$ cat config.mk
export PLATFORM = sky130hd
export DESIGN_NAME = asram_ctrl
export DESIGN_NICKNAME = d
export VERILOG_FILES = /design/src/rtl/asram_pkg.sv /design/src/rtl/asram_phase_timer.sv /design/src/rtl/asram_seq_fsm.sv /design/src/rtl/asram_req_latch.sv /design/src/rtl/asram_rd_capture.sv /design/src/rtl/asram_ctrl.sv
export SDC_FILE = /design/constraint.sdc
export NUM_CORES = 1
export LEC_CHECK = 0
export ABC_AREA = 1
export BUFFER_PORTS_ARGS = -buffer_cell sky130_fd_sc_hd__buf_2
export CAP_MARGIN = 20
export CORE_MARGIN = 5
export CORE_UTILIZATION = 54
export CTS_BUF_LIST = sky130_fd_sc_hd__clkbuf_8
export CTS_CLUSTER_DIAMETER = 30
export DETAILED_ROUTE_END_ITERATION = 6
export PLACE_DENSITY = 0.88
export RECOVER_POWER = 100
export SKIP_CTS_REPAIR_TIMING = 1
export SYNTH_ARGS = -nofsm -noshare
export SYNTH_HDL_FRONTEND = slang
export SYNTH_SLANG_ARGS = --single-unit
$ cat constraint.sdc
create_clock -name clk -period 2.2 [get_ports clk]
set_input_delay 0.33 -clock clk [delete_from_list [all_inputs] [get_ports clk]]
set_output_delay 0.33 -clock clk [all_outputs]
set_load 0.01 [all_outputs]
$ cat src/rtl/asram_pkg.sv
// Shared types and helpers for the asynchronous SRAM controller.
// Assumes every timing limit is given in whole nanoseconds.
package asram_pkg;

    // Sequencer phases; one RAM access walks a subset of these.
    typedef enum logic [2:0] {
        PH_IDLE     = 3'd0,
        PH_RD_ACC   = 3'd1,
        PH_RD_GAP   = 3'd2,
        PH_WR_SETUP = 3'd3,
        PH_WR_PULSE = 3'd4,
        PH_WR_HOLD  = 3'd5
    } phase_e;

    // Whole clock cycles covering a nanosecond limit, never fewer than one.
    function automatic int cyc_ceil(input int lim_ns, input int period_ns);
        int c;
        c = (lim_ns + period_ns - 1) / period_ns;
        return (c < 1) ? 1 : c;
    endfunction

endpackage

$ cat src/rtl/asram_phase_timer.sv
// Down-counter that times the length of one sequencer phase.
// Loading N-1 makes `expired` high on the N-th cycle after the load edge.
// Assumes the load value fits in CNT_W bits.
module asram_phase_timer #(
    parameter int CNT_W = 3
) (
    input  logic             clk,
    input  logic             rst_n,
    input  logic             load,
    input  logic [CNT_W-1:0] load_val,
    output logic             expired
);

    logic [CNT_W-1:0] cnt_q;

    // Load a new phase length or count the current one down to zero.
    always_ff @(posedge clk) begin
        if (!rst_n) begin
            cnt_q <= '0;
        end else if (load) begin
            cnt_q <= load_val;
        end else if (cnt_q != '0) begin
            cnt_q <= cnt_q - 1'b1;
        end
    end

    // The phase ends in the cycle where the count has reached zero.
    always_comb begin
        expired = (cnt_q == '0);
    end

endmodule

$ cat src/rtl/asram_seq_fsm.sv
// Phase sequencer for reads and writes to an asynchronous SRAM.
// It accepts a request only in idle and loads the phase timer on every timed
// phase entry. It flags the bus capture on the last cycle of the read access.
// Assumes the timer expires N cycles after it is loaded with N-1.
module asram_seq_fsm
    import asram_pkg::*;
#(
    parameter int CNT_W   = 3,
    parameter int ACC_CYC = 6,
    parameter int GAP_CYC = 3,
    parameter int WP_CYC  = 5
) (
    input  logic             clk,
    input  logic             rst_n,
    input  logic             req_valid,
    input  logic             req_write,
    input  logic             tmr_expired,
    output phase_e           phase,
    output logic             tmr_load,
    output logic [CNT_W-1:0] tmr_val,
    output logic             accept,
    output logic             capture
);

    localparam logic [CNT_W-1:0] ACC_LD = CNT_W'(ACC_CYC - 1);
    localparam logic [CNT_W-1:0] GAP_LD = CNT_W'(GAP_CYC - 1);
    localparam logic [CNT_W-1:0] WP_LD  = CNT_W'(WP_CYC - 1);

    phase_e phase_q, phase_d;

    // Phase register.
    always_ff @(posedge clk) begin
        if (!rst_n) begin
            phase_q <= PH_IDLE;
        end else begin
            phase_q <= phase_d;
        end
    end

    // Next phase, timer loads, request acceptance and capture flag.
    always_comb begin
        phase_d  = phase_q;
        tmr_load = 1'b0;
        tmr_val  = '0;
        accept   = 1'b0;
        capture  = 1'b0;
        unique case (phase_q)
            PH_IDLE: begin
                if (req_valid) begin
                    accept = 1'b1;
                    if (req_write) begin
                        phase_d = PH_WR_SETUP;
                    end else begin
                        phase_d  = PH_RD_ACC;
                        tmr_load = 1'b1;
                        tmr_val  = ACC_LD;
                    end
                end
            end
            PH_RD_ACC: begin
                if (tmr_expired) begin
                    capture  = 1'b1;
                    phase_d  = PH_RD_GAP;
                    tmr_load = 1'b1;
                    tmr_val  = GAP_LD;
                end
            end
            PH_RD_GAP: begin
                if (tmr_expired) begin
                    phase_d = PH_IDLE;
                end
            end
            PH_WR_SETUP: begin
                phase_d  = PH_WR_PULSE;
                tmr_load = 1'b1;
                tmr_val  = WP_LD;
            end
            PH_WR_PULSE: begin
                if (tmr_expired) begin
                    phase_d = PH_WR_HOLD;
                end
            end
            PH_WR_HOLD: begin
                phase_d = PH_IDLE;
            end
            default: begin
                phase_d = PH_IDLE;
            end
        endcase
    end

    // Current phase for the pin decode.
    always_comb begin
        phase = phase_q;
    end

endmodule

$ cat src/rtl/asram_req_latch.sv
// Holds the address and write data of the accepted request.
// They stay on the RAM pins until the next request is taken, so the address
// is steady before, during and after the select window.
// Assumes `accept` is high only for the hand-off cycle.
module asram_req_latch #(
    parameter int ADDR_W = 18,
    parameter int DATA_W = 8
) (
    input  logic              clk,
    input  logic              rst_n,
    input  logic              accept,
    input  logic [ADDR_W-1:0] req_addr,
    input  logic [DATA_W-1:0] req_wdata,
    output logic [ADDR_W-1:0] addr_q,
    output logic [DATA_W-1:0] wdata_q
);

    // Capture the request fields on the hand-off edge only.
    always_ff @(posedge clk) begin
        if (!rst_n) begin
            addr_q  <= '0;
            wdata_q <= '0;
        end else if (accept) begin
            addr_q  <= req_addr;
            wdata_q <= req_wdata;
        end
    end

endmodule

$ cat src/rtl/asram_rd_capture.sv
// Read-data register and its one-cycle valid strobe.
// Assumes `capture` marks the last cycle of the access window, while OE is
// still low and the RAM data is settled.
module asram_rd_capture #(
    parameter int DATA_W = 8
) (
    input  logic              clk,
    input  logic              rst_n,
    input  logic              capture,
    input  logic [DATA_W-1:0] dq_in,
    output logic [DATA_W-1:0] rd_data,
    output logic              rd_valid
);

    // Sample the bus on the capture edge and strobe valid for one cycle.
    always_ff @(posedge clk) begin
        if (!rst_n) begin
            rd_data  <= '0;
            rd_valid <= 1'b0;
        end else begin
            rd_valid <= capture;
            if (capture) begin
                rd_data <= dq_in;
            end
        end
    end

endmodule

$ cat src/rtl/asram_ctrl.sv
// Asynchronous SRAM interface controller (top).
// It turns single valid/ready requests into chip-enable, output-enable and
// write-enable sequences. Phase lengths come from nanosecond limits rounded up
// to whole clock cycles. Assumes the pad buffer for the data bus is outside
// this block and uses mem_dq_out/mem_dq_oe/mem_dq_in.
module asram_ctrl
    import asram_pkg::*;
#(
    parameter int ADDR_W    = 18,
    parameter int DATA_W    = 8,
    parameter int CLK_NS    = 10,
    parameter int T_ACC_NS  = 55,
    parameter int T_TURN_NS = 30,
    parameter int T_WP_NS   = 45
) (
    input  logic              clk,
    input  logic              rst_n,
    input  logic              req_valid,
    output logic              req_ready,
    input  logic              req_write,
    input  logic [ADDR_W-1:0] req_addr,
    input  logic [DATA_W-1:0] req_wdata,
    output logic [DATA_W-1:0] rd_data,
    output logic              rd_valid,
    output logic [ADDR_W-1:0] mem_addr,
    output logic              mem_ce1_n,
    output logic              mem_ce2,
    output logic              mem_oe_n,
    output logic              mem_we_n,
    output logic [DATA_W-1:0] mem_dq_out,
    output logic              mem_dq_oe,
    input  logic [DATA_W-1:0] mem_dq_in
);

    localparam int ACC_CYC = cyc_ceil(T_ACC_NS, CLK_NS);
    localparam int GAP_CYC = cyc_ceil(T_TURN_NS, CLK_NS);
    localparam int WP_CYC  = cyc_ceil(T_WP_NS, CLK_NS);
    localparam int MAX_A   = (ACC_CYC > GAP_CYC) ? ACC_CYC : GAP_CYC;
    localparam int MAX_CYC = (MAX_A > WP_CYC) ? MAX_A : WP_CYC;
    localparam int CNT_W   = (MAX_CYC > 1) ? $clog2(MAX_CYC) : 1;

    phase_e           phase;
    logic             tmr_load;
    logic [CNT_W-1:0] tmr_val;
    logic             tmr_expired;
    logic             accept;
    logic             capture;
    logic             selected;

    asram_phase_timer #(
        .CNT_W(CNT_W)
    ) u_timer (
        .clk     (clk),
        .rst_n   (rst_n),
        .load    (tmr_load),
        .load_val(tmr_val),
        .expired (tmr_expired)
    );

    asram_seq_fsm #(
        .CNT_W  (CNT_W),
        .ACC_CYC(ACC_CYC),
        .GAP_CYC(GAP_CYC),
        .WP_CYC (WP_CYC)
    ) u_fsm (
        .clk        (clk),
        .rst_n      (rst_n),
        .req_valid  (req_valid),
        .req_write  (req_write),
        .tmr_expired(tmr_expired),
        .phase      (phase),
        .tmr_load   (tmr_load),
        .tmr_val    (tmr_val),
        .accept     (accept),
        .capture    (capture)
    );

    asram_req_latch #(
        .ADDR_W(ADDR_W),
        .DATA_W(DATA_W)
    ) u_latch (
        .clk      (clk),
        .rst_n    (rst_n),
        .accept   (accept),
        .req_addr (req_addr),
        .req_wdata(req_wdata),
        .addr_q   (mem_addr),
        .wdata_q  (mem_dq_out)
    );

    asram_rd_capture #(
        .DATA_W(DATA_W)
    ) u_rdcap (
        .clk     (clk),
        .rst_n   (rst_n),
        .capture (capture),
        .dq_in   (mem_dq_in),
        .rd_data (rd_data),
        .rd_valid(rd_valid)
    );

    // Pin decode: select, strobes and pad drive follow the current phase.
    always_comb begin
        selected  = (phase == PH_RD_ACC)   || (phase == PH_WR_SETUP) ||
                    (phase == PH_WR_PULSE) || (phase == PH_WR_HOLD);
        mem_ce1_n = !selected;
        mem_ce2   = selected;
        mem_oe_n  = (phase != PH_RD_ACC);
        mem_we_n  = (phase != PH_WR_PULSE);
        mem_dq_oe = (phase == PH_WR_SETUP) || (phase == PH_WR_PULSE) ||
                    (phase == PH_WR_HOLD);
        req_ready = (phase == PH_IDLE);
    end

endmodule

==> results of run 1 <==
-- critical path, cell delays in order (launching register included) --
cell and delay, ps:
sky130_fd_sc_hd__dfxtp_1 430, sky130_fd_sc_hd__nor2_1 430, sky130_fd_sc_hd__nand2_1 190, sky130_fd_sc_hd__o21ai_0 130, sky130_fd_sc_hd__buf_2 160
-- flip-flops by register name (all words and copies together) (netlist names) --
signal            count
u_fsm.phase           3
u_rdcap.rd_data       8
u_rdcap.rd_valid      1
u_latch.addr_q       18
u_latch.wdata_q       8
u_timer.cnt_q         3
-- where the power goes --
group	internal, W	switching (W)	total (W)
Clock	0.000208	0.000230	0.000439
Combinational	0.000410	0.000819	0.00123
Sequential	0.000918	0.000113	0.00103
-- cells in the final DEF, fill, tap and decap left out, drive strengths merged, types with 3 or more instances in the layout --
master | netlist | final
nor3 | 3 | 3
nand2 | 43 | 43
nand3 | 33 | 33
dfxtp | 41 | 41
o21ai | 11 | 11
nor2 | 29 | 29
inv | 12 | 12
buf | 9 | 41
clkbuf | 3 | 45
a21oi | 31 | 31
-- per-stage QoR --
step / hold WS (ps) / total power, W / setup WS (ps) / std cells / utilization
after global routing: 273 / 0.00292 / 177 / 341 / 0.628
after global placement: 448 / 0.00240 / 766 / 335 / 0.646
after detailed placement: 454 / 0.00245 / 725 / 335 / 0.646
after CTS: 270 / 0.00289 / 419 / 341 / 0.667
final: 269 / 0.00270 / 247 / 341 / 0.628
after floorplan: 465 / 0.00219 / 973 / 218 / -
-- final timing paths --
| kind | from | to | slack (ps) |
|---|---|---|---|
| hold / removal | mem_dq_in[4] | u_rdcap.rd_data[4] | 270 |
| setup / recovery | u_fsm.phase[2] | mem_dq_oe | 250 |
| hold reg to reg | u_latch.addr_q[13] | u_latch.addr_q[13] | 470 |
| setup reg to reg | u_fsm.phase[1] | u_latch.addr_q[9] | 460 |
-- metal layers --
| metal | vias to the layer above | part of all wire |
|---|---|---|
| met3 | 6 | 0.069 |
| met2 | 62 | 0.50 |
| met5 | - | 0 |
| li1 | 863 | - |
| met4 | 0 | 0.011 |
| met1 | 767 | 0.42 |
-- cell families after synthesis --
| logic type | count (synthesis) | share of synthesized area |
|---|---|---|
| AND/OR/NAND/NOR | 108 | 0.343 |
| adder cells (fa/ha/maj) | 2 | 0.0125 |
| buffers and inverters | 24 | 0.0876 |
| XOR/XNOR | 1 | 0.00438 |
| AO/OA/AOI/OAI | 42 | 0.143 |
| flip-flops | 41 | 0.410 |
-- final cells by class --
class / instances / area (µm²) / share of cell area
Multi-Input combinational cell: 153 / 915 / 0.401
Sequential cell: 41 / 821 / 0.360
Timing Repair Buffer: 81 / 363 / 0.159
Clock buffer: 5 / 68.8 / 0.0302
Tap cell: 48 / 60.1 / 0.0263
Inverter: 12 / 50.0 / 0.0219
Clock inverter: 1 / 5.00 / 0.00219
==> Flow_metrics.wiki, run 1 <==
{| class="wikitable"
! Metric !! Value
|-
| Count of different cell masters after synthesis || 28
|-
| Proportion of netlist area held by the largest area contributor || 0.410
|-
| Clock tree from TritonCTS || built
|-
| Iter 0 DRT Violations || approximately 140
|-
| Cell depth of the worst min-delay path || 3
|-
| Final clock skew || 3.76 ps
|-
| First-pass GRT wire length || ~7400 µm
|-
| Element type at the critical path start || flop
|-
| Average vias per placed instance || between 4 and 5
|-
| Fillers || 350
|-
| DR vias || around 1700
|-
| Power density relative to cell area || 1180 mW/mm²
|-
| Final Net Count || 334
|-
| # H-tree levels || 2
|-
| Number of warnings reported in the yosys synthesis log || 0
|-
| Path type of the worst min-delay path || primary input to flop
|-
| Most frequently used cell type in the post-synthesis netlist || sky130_fd_sc_hd__dfxtp_1
|-
| Number of enable-type register cells in the synthesized netlist || 0
|-
| CP arrival || between 1500 and 2000 ps
|-
| Leading post-synthesis cells by cell area || sky130_fd_sc_hd__dfxtp_1 41%, sky130_fd_sc_hd__nand3_2 9.5%, sky130_fd_sc_hd__a21oi_2 8.8%, sky130_fd_sc_hd__nand2_2 6.6%, sky130_fd_sc_hd__nor2_1 4.7%
|-
| GRT met1 Usage || 0.209
|-
| WL final || 4360 µm
|-
| HPWL after detailed placement || 3280 µm
|-
| Rows || 22
|-
| Width of the chip || ~70 µm
|-
| Main synth FF type || sky130_fd_sc_hd__dfxtp_1
|-
| First-pass iteration count of the detailed router || 4
|-
| Global routing usage summed across all routing layers || 0.178
|-
| Antenna violations before repair || 0
|-
| Actual slew at the worst max-slew pin || roughly 500 ps
|-
| Total Negative Setup Slacks || 0 ps
|-
| Buffers from clock root to sink, at most || 2
|-
| Core Region || 0.00363 mm²
|-
| Global route hottest layer || met2
|-
| Endpoints failing hold || 0
|-
| Crit path kind || flop to primary output
|-
| Sinks on the clock net || a little over 40
|-
| Maximum VDD drop || 0.000566 V
|-
| Cts bufs inserted || 5
|-
| Achievable Freq || roughly 0.51 GHz
|-
| Layout cell share with drive strength beyond 1 || 0.341
|-
| Required @ worst endpoint || around 1900 ps
|-
| Clock latency at the later pin of the worst-skew pair || 280 ps
|-
| Placer Congestion || between 0.7 and 0.8
|-
| Crit share post-route || 0.888
|-
| Cell area after synthesis || 0.00200 mm²
|-
| Number of DRC violations after detailed routing || 0
|-
| Final number of setup-violating endpoints || 0
|-
| Fin crit period || 1950 ps
|-
| Number of port buffers || 78
|-
| Placed standard-cell area || 0.00235 mm²
|-
| Rel. slew slack || 0.675
|-
| Residual antenna-violating net count after detailed routing || 0
|-
| Post-Syn Nets || 258
|-
| Synthesized area divided by synthesized cell count || 9.18 µm²
|-
| Reg2Reg Depth || 6
|-
| WL/cell || 12.8 µm
|-
| Number of diodes || 0
|-
| Element type at the critical path end || primary output
|-
| Overflow left after global routing || 0
|-
| Summed area of non-filler cells in the final layout || 0.00228 mm²
|-
| Unrepaired setup endpoints after global routing || no
|-
| Register bit count reported by yosys || 41
|-
| Die span in y || 70.9 µm
|-
| Maximum net fanout on the critical path || 7
|-
| Layout overhead on the synthesized area || 14.1%
|-
| Number of max-slew violations in the final report || 0
|-
| Static leakage power || around 0.95 nW
|-
| Clock root buffer || sky130_fd_sc_hd__clkbuf_8
|-
| Pin count of the biggest net entering global routing || 28
|-
| Met2 track demand over resource || 0.313
|-
| Clock slew at the register clock pins of the worst setup and hold paths || 70 ps
|-
| Most numerous cell types in the synthesized netlist || 41 x sky130_fd_sc_hd__dfxtp_1, 25 x sky130_fd_sc_hd__nor2_1, 21 x sky130_fd_sc_hd__nand2_2, 20 x sky130_fd_sc_hd__a21oi_2
|-
| Sequential element share of the synthesized area || 0.410
|-
| Status || finished clean
|-
| Synthesized netlist cell count || 218
|-
| Number of global-route vias before repair || 1669
|-
| GR Layer Usage met3 || 0.0511
|-
| Full die area || between 0.005 and 0.006 mm²
|-
| Dominant cell type by area after synthesis || sky130_fd_sc_hd__dfxtp_1
|-
| # IOs || just under 80
|-
| Count of maximum capacitance violations || 0
|-
| Asr flop ratio synth || 0
|-
| Starting utilization of the core area || 0.551
|}
No activity file was read; power rests on OpenSTA's default activity.
==> run 2, diff against run 1 <==
Settings changed: CELL_PAD_IN_SITES_DETAIL_PLACEMENT set to 2, CELL_PAD_IN_SITES_GLOBAL_PLACEMENT set to 2, CORE_UTILIZATION 54 to 31, PLACE_DENSITY 0.88 to unset, PLACE_DENSITY_LB_ADDON set to 0.1.
==> Flow_metrics.wiki, run 2 (synthesis gave the netlist of run 1 again) <==
{| class="wikitable"
! Metric !! Value
|-
| Topmost layer with routed signal wires || met4
|-
| Most flops, register || u_latch.addr_q
|-
| Power density relative to cell area || 1180 mW/mm²
|-
| Reg2Reg Depth || 6
|-
| Clock root buffer || sky130_fd_sc_hd__clkbuf_8
|-
| Met3 wire length || 274 µm
|-
| Final number of setup-violating endpoints || 0
|-
| Global routing usage summed across all routing layers || 0.142
|-
| Sum of routed wire segments on met1 || about 2300 µm
|-
| Die span in y || 90.3 µm
|-
| WL final || 5610 µm
|-
| Overflow left after global routing || 0
|-
| Crit share post-route || 0.844
|-
| Total Power Consumption || 0.00276 W
|-
| Setup slack after placement || between 600 and 700 ps
|-
| Residual antenna-violating net count after detailed routing || 0
|-
| Fillers || around 780
|-
| Worst Slack Setup Final || 344 ps
|-
| Width of the chip || 90.3 µm
|-
| Core Region || 0.00631 mm²
|-
| Buffers from clock root to sink, at most || 2
|-
| Maximum net fanout on the critical path || 22
|-
| Actual slew at the worst max-slew pin || 728 ps
|-
| CP Launch Point || u_fsm.phase[1]
|-
| Layout overhead on the synthesized area || 16.6%
|-
| Non-Filler Instances || 372
|-
| Cell depth of the worst min-delay path || 3
|-
| Full die area || a little over 0.008 mm²
|-
| Path type of the worst min-delay path || primary input to flop
|-
| Unrepaired setup endpoints after global routing || no
|-
| Number of DRC violations after detailed routing || 0
|-
| Required @ worst endpoint || ~1900 ps
|-
| First-pass GRT wire length || slightly below 10000 µm
|-
| Crit path kind || flop to primary output
|-
| DR vias || 1722
|-
| Status || finished clean
|-
| Fin crit period || 1860 ps
|-
| First-pass iteration count of the detailed router || 3
|-
| Antenna violations before repair || 0
|-
| WL/cell || between 15 and 20 µm
|-
| CP arrival || ~1500 ps
|-
| Highest-count cells in the layout ignoring fill and taps || 41 x sky130_fd_sc_hd__clkbuf_1, 41 x sky130_fd_sc_hd__dfxtp_1, 39 x sky130_fd_sc_hd__nand2_1
|-
| Number of max-slew violations in the final report || 0
|-
| Count of maximum capacitance violations || 0
|-
| Number of diodes || 0
|-
| Placer Congestion || 0.742
|-
| Count of placed standard cells including taps || ~360
|-
| R2R Path End || u_latch.addr_q[9]
|-
| Number of port buffers || just under 80
|-
| Starting utilization of the core area || 0.317
|-
| Iter 0 DRT Violations || 15
|-
| HPWL after detailed placement || 4260 µm
|-
| Static leakage power || between 0.9 and 1 nW
|-
| Sinks on the clock net || 41
|-
| DR WL met2 || 2970 µm
|-
| Element type at the critical path start || flop
|-
| Endpoints failing hold || 0
|-
| Achievable Freq || 0.539 GHz
|-
| Final Net Count || 334
|-
| # H-tree levels || 2
|-
| Hold EP || u_rdcap.rd_data[5]
|-
| Register-to-register setup slack || 370 ps
|-
| Number of global-route vias before repair || just over 2000
|-
| Pin count of the biggest net entering global routing || 31
|-
| Origin of the critical flop-to-flop path || u_fsm.phase[1]
|-
| Worst Hold Launch || mem_dq_in[5]
|-
| Rel. slew slack || 0.513
|-
| Placed standard-cell area || ~0.0024 mm²
|-
| Flip-flop count of the largest register, all copies and words added || 18
|-
| Average vias per placed instance || 4.63
|-
| Clock tree from TritonCTS || built
|-
| Summed area of non-filler cells in the final layout || 0.00233 mm²
|-
| Clock slew at the register clock pins of the worst setup and hold paths || 80 ps
|-
| Element type at the critical path end || primary output
|-
| Total Negative Setup Slacks || 0 ps
|-
| Cts bufs inserted || 5
|-
| Rows || 29
|-
| Maximum VDD drop || 0.000386 V
|-
| Layout cell share with drive strength beyond 1 || 0.332
|-
| Clock latency at the later pin of the worst-skew pair || 290 ps
|-
| # IOs || 79
|-
| Final clock skew || 4.74 ps
|-
| Largest registers || u_latch.addr_q (18), u_latch.wdata_q (8), u_rdcap.rd_data (8)
|}
## run 2: cell type report
cell class | count | area, µm² | share of cell area
multi-input combinational | 153 | 920 | 0.394
timing repair buffer | 81 | 362 | 0.155
tap | 77 | 96.3 | 0.0413
inverter | 12 | 50.0 | 0.0215
sequential | 41 | 821 | 0.352
clock inverter | 3 | 15.0 | 0.00644
clock buffer | 5 | 68.8 | 0.0295
## run 2: critical path: stages (launching register included)
cell	delay, ps
sky130_fd_sc_hd__dfxtp_1	380
sky130_fd_sc_hd__inv_4	120
sky130_fd_sc_hd__nand2_1	150
sky130_fd_sc_hd__nor2_8	350
sky130_fd_sc_hd__clkbuf_1	230
## run 2: metrics by stage
stage	hold WS, ps	utilization
final	261	0.369
after detailed placement	459	0.378
after floorplan	465	-
after global placement	451	0.378
after global routing	253	0.369
after CTS	249	0.391
## run 2: how the worst max path moves through the flow
stage	endpoint	slack, ps	cells past startpoint
finish	req_ready	340	4
global route	u_latch.addr_q[9]	150	6
CTS	req_ready	370	4
detailed placement	u_latch.wdata_q[0]	640	6
global placement	u_latch.addr_q[12]	670	6
floorplan	req_ready	970	4
## run 2: report_power, final
part           leakage [nW]  internal [W]  switching, W  total (W)
Combinational         0.559      0.000409      0.000833    0.00124
Clock                0.0467      0.000216      0.000270   0.000485
Sequential            0.336      0.000918      0.000118    0.00104
Total                 0.941       0.00154       0.00122    0.00276
## run 2: routing by layer
layer	up-vias	track usage
met1	812	0.158
met2	35	0.257
met5	-	0
met3	6	0.0533
li1	869	-
met4	0	0.0323
==> run 3, diff against run 2 <==
Settings changed: CORE_UTILIZATION 31 to 26.
Clock period 2.2 ns to 1.6 ns, I/O delays scaled along.
==> Flow_metrics.wiki, run 3 (synthesis gave the netlist of run 1 again) <==
{| class="wikitable"
! Metric !! Value
|-
| Status || finished clean
|-
| Number of port buffers || 78
|-
| Most flops, register || u_latch.addr_q
|-
| Clock tree from TritonCTS || built
|-
| Iter 0 DRT Violations || 16
|-
| Layout cell share with drive strength beyond 1 || 0.418
|-
| Clock slew at the register clock pins of the worst setup and hold paths || ~90 ps
|-
| Unrepaired setup endpoints after global routing || no
|-
| Largest registers || u_latch.addr_q (18), u_latch.wdata_q (8), u_rdcap.rd_data (8)
|-
| Sinks on the clock net || 41
|-
| Average vias per placed instance || around 4.4
|-
| First-pass iteration count of the detailed router || 3
|-
| Crit path kind || flop to primary output
|-
| Full die area || 0.00955 mm²
|-
| # IOs || 79
|-
| Crit share post-route || 0.934
|-
| Clock root buffer || sky130_fd_sc_hd__clkbuf_8
|-
| First-pass GRT wire length || 9750 µm
|-
| Clock share of power || 0.199
|-
| Power density relative to cell area || 1730 mW/mm²
|-
| Die span in y || 97.7 µm
|-
| Number of global-route vias before repair || approximately 2000
|-
| Combinational Power Share || 0.472
|-
| Count of maximum capacitance violations || 0
|-
| Net Sw Power || 0.00185 W
|-
| Rel. slew slack || 0.799
|-
| Total Negative Setup Slacks || 0 ps
|-
| Core Region || ~0.0076 mm²
|-
| Overflow left after global routing || 0
|-
| Fin crit period || 1490 ps
|-
| Residual antenna-violating net count after detailed routing || 0
|-
| Maximum net fanout on the critical path || 5
|-
| Layout overhead on the synthesized area || 27.0%
|-
| Final number of setup-violating endpoints || 0
|-
| Rows || 32
|-
| Placer Congestion || 0.669
|-
| Post-layout utilization of the core || 0.334
|-
| Final clock skew || about 12 ps
|-
| Most common cell after layout, fill and taps aside || sky130_fd_sc_hd__buf_2
|-
| Antenna violations before repair || 0
|-
| Achievable Freq || 0.669 GHz
|-
| # H-tree levels || 2
|-
| Width of the chip || just under 100 µm
|-
| Buffers from clock root to sink, at most || 2
|-
| Endpoints failing hold || 0
|-
| DR vias || 1800
|-
| Element type at the critical path end || primary output
|-
| Actual slew at the worst max-slew pin || 301 ps
|-
| Clock latency at the later pin of the worst-skew pair || 300 ps
|-
| Switching share of total power || 0.422
|-
| WL/cell || 14.6 µm
|-
| Number of max-slew violations in the final report || 0
|-
| Pin count of the biggest net entering global routing || 27
|-
| Relative contribution of sequential cells to total power || 0.329
|-
| Number of diodes || 0
|-
| Cts bufs inserted || 5
|-
| Fillers || 914
|-
| Static leakage power || a little over 1 nW
|-
| HPWL after detailed placement || 4440 µm
|-
| WL final || 5970 µm
|-
| Required @ worst endpoint || 1360 ps
|-
| Maximum VDD drop || 0.000445 V
|-
| Final Net Count || 345
|-
| Path type of the worst min-delay path || primary input to flop
|-
| Starting utilization of the core area || 0.263
|-
| Global routing usage summed across all routing layers || 0.124
|-
| Int Pwr || 0.00254 W
|-
| Total Power Consumption || 0.00439 W
|-
| CP arrival || 1250 ps
|-
| Number of DRC violations after detailed routing || 0
|-
| Element type at the critical path start || flop
|-
| Highest-count cells in the layout ignoring fill and taps || 40 x sky130_fd_sc_hd__buf_2, 38 x sky130_fd_sc_hd__dfxtp_1, 37 x sky130_fd_sc_hd__clkbuf_1
|-
| Flip-flop count of the largest register, all copies and words added || 18
|}
==> run 3: changes by cell type in the layout (fill, tap and decap cells not counted), moves of 4 or more <==
| cell | delta |
|---|---|
| sky130_fd_sc_hd__buf_4 | +8 |
| sky130_fd_sc_hd__clkbuf_1 | -4 |
| sky130_fd_sc_hd__nand3_2 | -4 |
| sky130_fd_sc_hd__nand3_1 | +4 |
| sky130_fd_sc_hd__nand2_2 | +12 |
| sky130_fd_sc_hd__nand2_1 | -14 |
==> run 3: area by class of cell <==
class,instances,area [µm²],share of cell area
clock inverters,3,43.8,0.0172
multi-input cells,153,963,0.379
inverters,12,47.5,0.0187
repair buffers,92,459,0.181
well taps,102,128,0.0502
flip-flops and latches,41,830,0.327
clock buffers,5,68.8,0.0271
==> run 3: routing by layer <==
metal  vias to the layer above  wire, µm  track usage
met1                       852      2740        0.149
met4                         0        65       0.0351
met2                        50      2870        0.213
met3                         7       294       0.0395
li1                        891         -            -
met5                         -         0            0
==> run 3: final timing paths <==
| kind | from | end | slack [ps] | cells after the start |
|---|---|---|---|---|
| hold reg to reg | u_latch.addr_q[15] | u_latch.addr_q[15] | 470 | 2 |
| hold / removal | mem_dq_in[6] | u_rdcap.rd_data[6] | 160 | 3 |
| setup / recovery | u_fsm.phase[0] | mem_dq_oe | 110 | 5 |
| setup reg to reg | u_fsm.phase[0] | u_latch.wdata_q[4] | 110 | 7 |
==> run 3: worst max-delay path, cell delays in order, from the launching register on <==
cell and delay (ps):
sky130_fd_sc_hd__dfxtp_4 380, sky130_fd_sc_hd__inv_2 80, sky130_fd_sc_hd__nor2_8 130, sky130_fd_sc_hd__nand2_1 110, sky130_fd_sc_hd__o21ai_0 100, sky130_fd_sc_hd__clkbuf_2 160
==> run 3: power by group through the flow <==
stage	sequential [W]	clock (W)	combinational (W)
CTS	0.00144	0.000905	0.00207
global placement	0.00146	0	0.00203
finish	0.00144	0.000872	0.00207
detailed placement	0.00146	0	0.00205
floorplan	0.00151	0	0.00150
global route	0.00148	0.000948	0.00232
==> run 3: metrics by stage <==
step / cells / worst slack, ps / instance area [µm²] / hold WS, ps
CTS: 401 / -121 / 2570 / 149
detailed placement: 393 / 162 / 2460 / 458
floorplan: 218 / 382 / 2000 / 375
finish: 408 / 105 / 2540 / 159
global placement: 393 / 199 / 2460 / 445
global route: 408 / 17.7 / 2540 / 148
